--- src/rtl/dmag_pkg.sv ---
package dmag_pkg;
  localparam int IRQ_HALF = 0;
  localparam int IRQ_END  = 1;
  localparam int N_IRQ    = 2;

  typedef enum logic {
    MODE_RING = 1'b0,
    MODE_ONCE = 1'b1
  } dmag_mode_e;
endpackage

--- src/rtl/dmag_size_legal.sv ---
module dmag_size_legal #(
  parameter int MIN_LOG = 4,
  parameter int MAX_LOG = 14,
  localparam int SZ_W = MAX_LOG + 1
) (
  input  logic [SZ_W-1:0] size_i,
  output logic [SZ_W-1:0] size_o
);
  // floor to power of two, clamped
  always_comb begin
    size_o = SZ_W'(1) << MIN_LOG;
    for (int i = MIN_LOG; i <= MAX_LOG; i++) begin
      if (size_i[i]) size_o = SZ_W'(1) << i;
    end
  end
endmodule

--- src/rtl/dmag_offset_ctr.sv ---
module dmag_offset_ctr #(
  parameter int MIN_LOG = 4,
  parameter int MAX_LOG = 14,
  localparam int SZ_W  = MAX_LOG + 1,
  localparam int OFF_W = MAX_LOG
) (
  input  logic             clk_i,
  input  logic             rst_ni,
  input  logic             load_i,
  input  logic             step_i,
  input  logic [SZ_W-1:0]  size_i,
  input  dmag_pkg::dmag_mode_e mode_i,
  output logic [OFF_W-1:0] off_o,
  output logic             at_half_o,
  output logic             at_end_o,
  output logic             done_o
);
  import dmag_pkg::*;

  logic [OFF_W-1:0]  off_q;
  logic [SZ_W-1:0]   size_q;
  dmag_mode_e        mode_q;
  logic              done_q;

  assign at_end_o  = ({1'b0, off_q} == size_q - SZ_W'(1));
  assign at_half_o = ({1'b0, off_q} == (size_q >> 1) - SZ_W'(1));

  always_ff @(posedge clk_i or negedge rst_ni) begin
    if (!rst_ni) begin
      off_q  <= '0;
      size_q <= SZ_W'(1) << MIN_LOG;
      mode_q <= MODE_RING;
      done_q <= 1'b0;
    end else if (load_i) begin
      off_q  <= '0;
      size_q <= size_i;
      mode_q <= mode_i;
      done_q <= 1'b0;
    end else if (step_i) begin
      if (at_end_o) begin
        off_q <= '0;
        if (mode_q == MODE_ONCE) done_q <= 1'b1;
      end else begin
        off_q <= off_q + OFF_W'(1);
      end
    end
  end

  assign off_o  = off_q;
  assign done_o = done_q;

  p_off_in_range_r5: assert property (@(posedge clk_i) disable iff (!rst_ni)
    {1'b0, off_q} < size_q);
  p_step_inc_r3: assert property (@(posedge clk_i) disable iff (!rst_ni)
    step_i && !load_i && !at_end_o |=> off_q == $past(off_q) + OFF_W'(1));
  p_wrap_base_r5: assert property (@(posedge clk_i) disable iff (!rst_ni)
    step_i && !load_i && at_end_o |=> off_q == '0);
  p_done_freeze_r6: assert property (@(posedge clk_i) disable iff (!rst_ni)
    done_q && !load_i |=> $stable(off_q));
endmodule

--- src/rtl/dmag_irq_flags.sv ---
module dmag_irq_flags #(
  parameter int N = 2
) (
  input  logic         clk_i,
  input  logic         rst_ni,
  input  logic [N-1:0] set_i,
  input  logic [N-1:0] clr_i,
  output logic [N-1:0] flag_o
);
  for (genvar g = 0; g < N; g++) begin : g_flag
    logic flag_q;
    always_ff @(posedge clk_i or negedge rst_ni) begin
      if (!rst_ni)        flag_q <= 1'b0;
      else if (set_i[g])  flag_q <= 1'b1;
      else if (clr_i[g])  flag_q <= 1'b0;
    end
    assign flag_o[g] = flag_q;

    p_sticky_r9: assert property (@(posedge clk_i) disable iff (!rst_ni)
      flag_q && !clr_i[g] |=> flag_q);
    p_set_wins_r9: assert property (@(posedge clk_i) disable iff (!rst_ni)
      set_i[g] |=> flag_q);
  end
endmodule

--- src/rtl/dmag_top.sv ---
module dmag_top #(
  parameter int AW      = 32,
  parameter int MIN_LOG = 4,
  parameter int MAX_LOG = 14,
  localparam int SZ_W  = MAX_LOG + 1,
  localparam int OFF_W = MAX_LOG
) (
  input  logic            clk_i,
  input  logic            rst_ni,
  input  logic            en_i,
  input  logic            one_shot_i,
  input  logic            bypass_i,
  input  logic [AW-1:0]   base_i,
  input  logic [SZ_W-1:0] size_i,
  input  logic            req_i,
  input  logic [1:0]      irq_clr_i,
  output logic [AW-1:0]   addr_o,
  output logic            irq_half_o,
  output logic            irq_end_o,
  output logic            done_o
);
  import dmag_pkg::*;

  logic             en_q;
  logic [AW-1:0]    base_q;
  logic [SZ_W-1:0]  size_legal;
  logic [OFF_W-1:0] off;
  logic             load, step, at_half, at_end, done;
  logic [N_IRQ-1:0] irq_set, irq_flag;

  always_ff @(posedge clk_i or negedge rst_ni) begin
    if (!rst_ni) begin
      en_q   <= 1'b0;
      base_q <= '0;
    end else begin
      en_q <= en_i;
      if (load) base_q <= base_i;
    end
  end

  assign load = en_i && !en_q;
  assign step = en_i && en_q && !bypass_i && !done && req_i;

  dmag_size_legal #(.MIN_LOG(MIN_LOG), .MAX_LOG(MAX_LOG)) u_size (
    .size_i (size_i),
    .size_o (size_legal)
  );

  dmag_offset_ctr #(.MIN_LOG(MIN_LOG), .MAX_LOG(MAX_LOG)) u_ctr (
    .clk_i     (clk_i),
    .rst_ni    (rst_ni),
    .load_i    (load),
    .step_i    (step),
    .size_i    (size_legal),
    .mode_i    (one_shot_i ? MODE_ONCE : MODE_RING),
    .off_o     (off),
    .at_half_o (at_half),
    .at_end_o  (at_end),
    .done_o    (done)
  );

  always_comb begin
    irq_set           = '0;
    irq_set[IRQ_HALF] = step && at_half;
    irq_set[IRQ_END]  = step && at_end;
  end

  dmag_irq_flags #(.N(N_IRQ)) u_irq (
    .clk_i  (clk_i),
    .rst_ni (rst_ni),
    .set_i  (irq_set),
    .clr_i  (irq_clr_i),
    .flag_o (irq_flag)
  );

  assign addr_o     = base_q + AW'(off);
  assign irq_half_o = irq_flag[IRQ_HALF];
  assign irq_end_o  = irq_flag[IRQ_END];
  assign done_o     = done;

  always_ff @(posedge clk_i) begin
    if (rst_ni) begin
      p_size_pow2_r4: assert ($onehot(size_legal) &&
                              size_legal >= (SZ_W'(1) << MIN_LOG));
    end
  end

  p_bypass_hold_r10: assert property (@(posedge clk_i) disable iff (!rst_ni)
    en_q && en_i && bypass_i |=> $stable(addr_o));
  p_disabled_hold_r11: assert property (@(posedge clk_i) disable iff (!rst_ni)
    !en_i |=> $stable(addr_o));
  p_reload_base_r2: assert property (@(posedge clk_i) disable iff (!rst_ni)
    en_i && !en_q |=> addr_o == $past(base_i) && !done_o);
endmodule

--- config.mk ---
export PLATFORM = sky130hd
export DESIGN_NAME = dmag_top
export DESIGN_NICKNAME = d
export VERILOG_FILES = /design/src/rtl/dmag_pkg.sv /design/src/rtl/dmag_size_legal.sv /design/src/rtl/dmag_offset_ctr.sv /design/src/rtl/dmag_irq_flags.sv /design/src/rtl/dmag_top.sv
export SDC_FILE = /design/constraint.sdc
export NUM_CORES = 1
export LEC_CHECK = 0
export BUFFER_PORTS_ARGS = -buffer_cell sky130_fd_sc_hd__buf_2
export CAP_MARGIN = 10
export CORE_UTILIZATION = 55
export DETAILED_ROUTE_END_ITERATION = 10
export GPL_TIMING_DRIVEN = 0
export PLACE_DENSITY = 0.86
export SLEW_MARGIN = 20
export SYNTH_ARGS = -nofsm -noshare
export SYNTH_HDL_FRONTEND = slang
export SYNTH_SLANG_ARGS = --single-unit
--- constraint.sdc ---
create_clock -name clk_i -period 3.65 [get_ports clk_i]
set_input_delay 0.73 -clock clk_i [delete_from_list [all_inputs] [get_ports clk_i]]
set_output_delay 0.73 -clock clk_i [all_outputs]
set_load 0.05 [all_outputs]
==> metrics.cfg <==
[run_status]
outcome = finished, final reports clean

[pwr]
ir_drop_mv = 0.3078
power-per-cell-area_nw_per_um2 = 377.3
total_leakage_power_nw = 2.565

[clock_tree]
clkTransAtPathRegs_ns = 0.07
clock_path_buffers = 2
insertion_delay_ns = 0.34
cts_buffers = 9
cts_hold_buffers = 0
cts.sinks = 62
cts_root_buf = clkbuf_8
h-tree-depth = 3
cts_tree = done

[drt]
drt_wl_total_um = 10840
vias_per_cell = 5.597
ant_nets = 0
drc = 0
drt-initial-drc-count = 254
wl_per_cell_um = 14.95
num_vias = 4058
dr.pass1.iters = 4

[worst_setup_path]
end_kind = output pin
startpoint_type = flip-flop
worstPathRequired_ns = 2.92
arrival_ns = 2.87
reg2reg_to = u_ctr.off_o[9]$_DFFE_PN0P_
path_class = flip-flop to output pin
reg2reg_from = u_ctr.size_q[5]$_DFFE_PN0P_
crit_fanout = 8
r2r_slack_ns = 0.71
r2r_cells = 11

[placed_design]
place_congestion = 0.9456
dp.cells = 701
port_buffers = 84
dpl_worst_slack_ns = -0.4153
dp_hpwl_um = 7831

[floorplanning]
die_w_um = 89.69
core_area_um2 = 7331
io_pins = 90
die_h_um = 89.69
start_util = 0.5769
fp-row-count = 31
dieArea_um2 = 8044

[sta]
report.final.hold_viol_count = 0
slew_headroom = 0.4800
rsz0062_at_grt = true
fin_skew_ns = 0.01032
setup_violations = 0
fin_crit_ns = 3.604
max_freq_ghz = 0.2775
post-route-period-util = 0.9874
drv_slew = 0
tightestPinTransition_ns = 0.7800
hold_slack_ns = 0.4710
worst_slack_ns = 0.04589

[yosys]
ys.flop_type = dfrtp_1
syn-cell-area_um2 = 4229
ys_ff_latch = 62
yosysSeqAreaShare = 0.3672
synthesis.nets = 590
synth.area.top_cells = dfrtp_1 36%, nand2_1 11%, xnor2_1 8.3%
synth_warnings = 0
synthArstFlopShare = 1.000
ys_types = 55
synth.avg_cell_area_um2 = 8.164
synth_most_common_cell = nand2_1
synth_edf_count = 0
yosysTopAreaCell = dfrtp_1
syn_inst = 518
synth_commonest_cells = 129 x nand2_1, 61 x dfrtp_1, 40 x xnor2_1, 27 x nor2_1, 22 x nand3_1
synth_top_cell_area_share = 0.3609

[cells_and_area]
areaGrowthSynthToFinish_pct = 24.08
drive_gt1_frac = 0.2364
final-instance-count-excl-fill = 725
final_net_count = 693
antenna_cells = 0
finalCoreUtilization = 0.7158

[global_route]
grt-ovfl-total = 0
grt_pass1_vias = 3765
grt_pass1_wl_um = 17170
grt_max_degree = 63
antenna_found_initial = 0
grtUsageTotal = 0.2816

[run]
cap_violations = 0

[worst_hold_path]
hp-class = primary input to async pin

cell families after synthesis:
logic type                 count (synthesis)  share of synthesized area
muxes                                      1                   0.002663
adders and majority gates                 17                    0.05207
xor gates and xnor gates                  58                     0.1219
DFF                                       62                     0.3672
buffers and inverters                     45                    0.04615
AOI/OAI and AO/OA                         89                     0.1385
and+or+nand+nor                          246                     0.2716
placed cells by master, fill, tap and decap left out, types with 5 or more instances in the layout:
| cell | count |
|---|---|
| a21oi_1 | 17 |
| and3_1 | 8 |
| and4_1 | 6 |
| buf_2 | 75 |
| buf_4 | 17 |
| buf_6 | 6 |
| clkbuf_1 | 19 |
| clkbuf_8 | 9 |
| dfrtp_1 | 58 |
| ha_1 | 14 |
| inv_1 | 20 |
| nand2_1 | 129 |
| nand3_1 | 22 |
| nand4_1 | 11 |
| nor2_1 | 27 |
| nor3_1 | 13 |
| o21a_1 | 6 |
| o21ai_0 | 16 |
| o21ai_1 | 5 |
| or3_1 | 5 |
| xnor2_1 | 33 |
| xnor2_2 | 8 |
| xor2_1 | 16 |
where the power goes:
group | switching [mW] | internal, mW
logic | 0.355 | 0.178
clock network | 0.271 | 0.383
registers | 0.0538 | 0.740
critical path, stage by stage (launching register included):
cell,delay (ns)
dfrtp_1,0.37
ha_2,0.21
inv_1,0.06
fa_2,0.37
nand2b_4,0.16
a2111oi_4,0.32
a211oi_2,0.09
nor2b_2,0.17
a31o_4,0.24
nand4_1,0.17
xnor2_2,0.20
buf_6,0.18
worst max-delay path by stage:
stage | startpoint | endpoint | slack, ns | depth (start not counted)
final | u_ctr.off_o[0]$_DFFE_PN0P_ | addr_o[26] | 0.05 | 11
after global routing | base_q[0]$_DFFE_PN0P_ | addr_o[26] | -0.06 | 11
after CTS | u_ctr.off_o[0]$_DFFE_PN0P_ | addr_o[26] | -0.02 | 11
after detailed placement | u_ctr.off_o[0]$_DFFE_PN0P_ | addr_o[26] | -0.42 | 12
after global placement | u_ctr.off_o[0]$_DFFE_PN0P_ | addr_o[26] | -0.43 | 12
after floorplan | u_ctr.off_o[0]$_DFFE_PN0P_ | addr_o[26] | -0.03 | 11
metal layers:
layer | vias to the layer above | share of wire | global-route usage
met2 | 102 | 0.50 | 0.4649
met5 | - | 0 | 0
met1 | 1948 | 0.44 | 0.3664
li1 | 1994 | - | -
met4 | 0 | 0.017 | 0.1068
met3 | 14 | 0.044 | 0.05759
stage by stage:
stage          total power [mW]  instance area [um^2]  TNS (ns)
6_report                  1.980                  5248         0
2_1_floorplan             1.165                  4289  -0.04214
3_5_place_dp              1.303                  4836    -2.889
4_1_cts                   1.974                  5151  -0.02005
3_3_place_gp              1.290                  4833    -3.068
5_1_grt                   2.077                  5248   -0.3220
registers in the layout, summed over array words and instances (netlist names):
| name | flops |
|---|---|
| u_ctr.off_o | 14 |
| base_q | 32 |
| u_ctr.size_q | 11 |
| u_ctr.done_o | 1 |
| en_q | 1 |
| u_ctr.mode_q | 1 |
| u_irq.g_flag.flag_q | 2 |
final cells by class:
type	instances	area [um^2]
plain buffers	24	116.4
clock buffers	10	127.6
clock inverters	6	86.33
fillers	569	2083
inverters	20	75.07
multi-input cells	411	2633
flip-flops and latches	62	1556
well taps	99	123.9
repair buffers	93	529.3
repair_timing:
action                                  in CTS  in global routing
pin swaps                                    2                  7
resized for setup                           22                 16
buffers inserted                             3                  6
endpoints found under the setup margin      19                 19
Power figures use the tool's default switching activity.
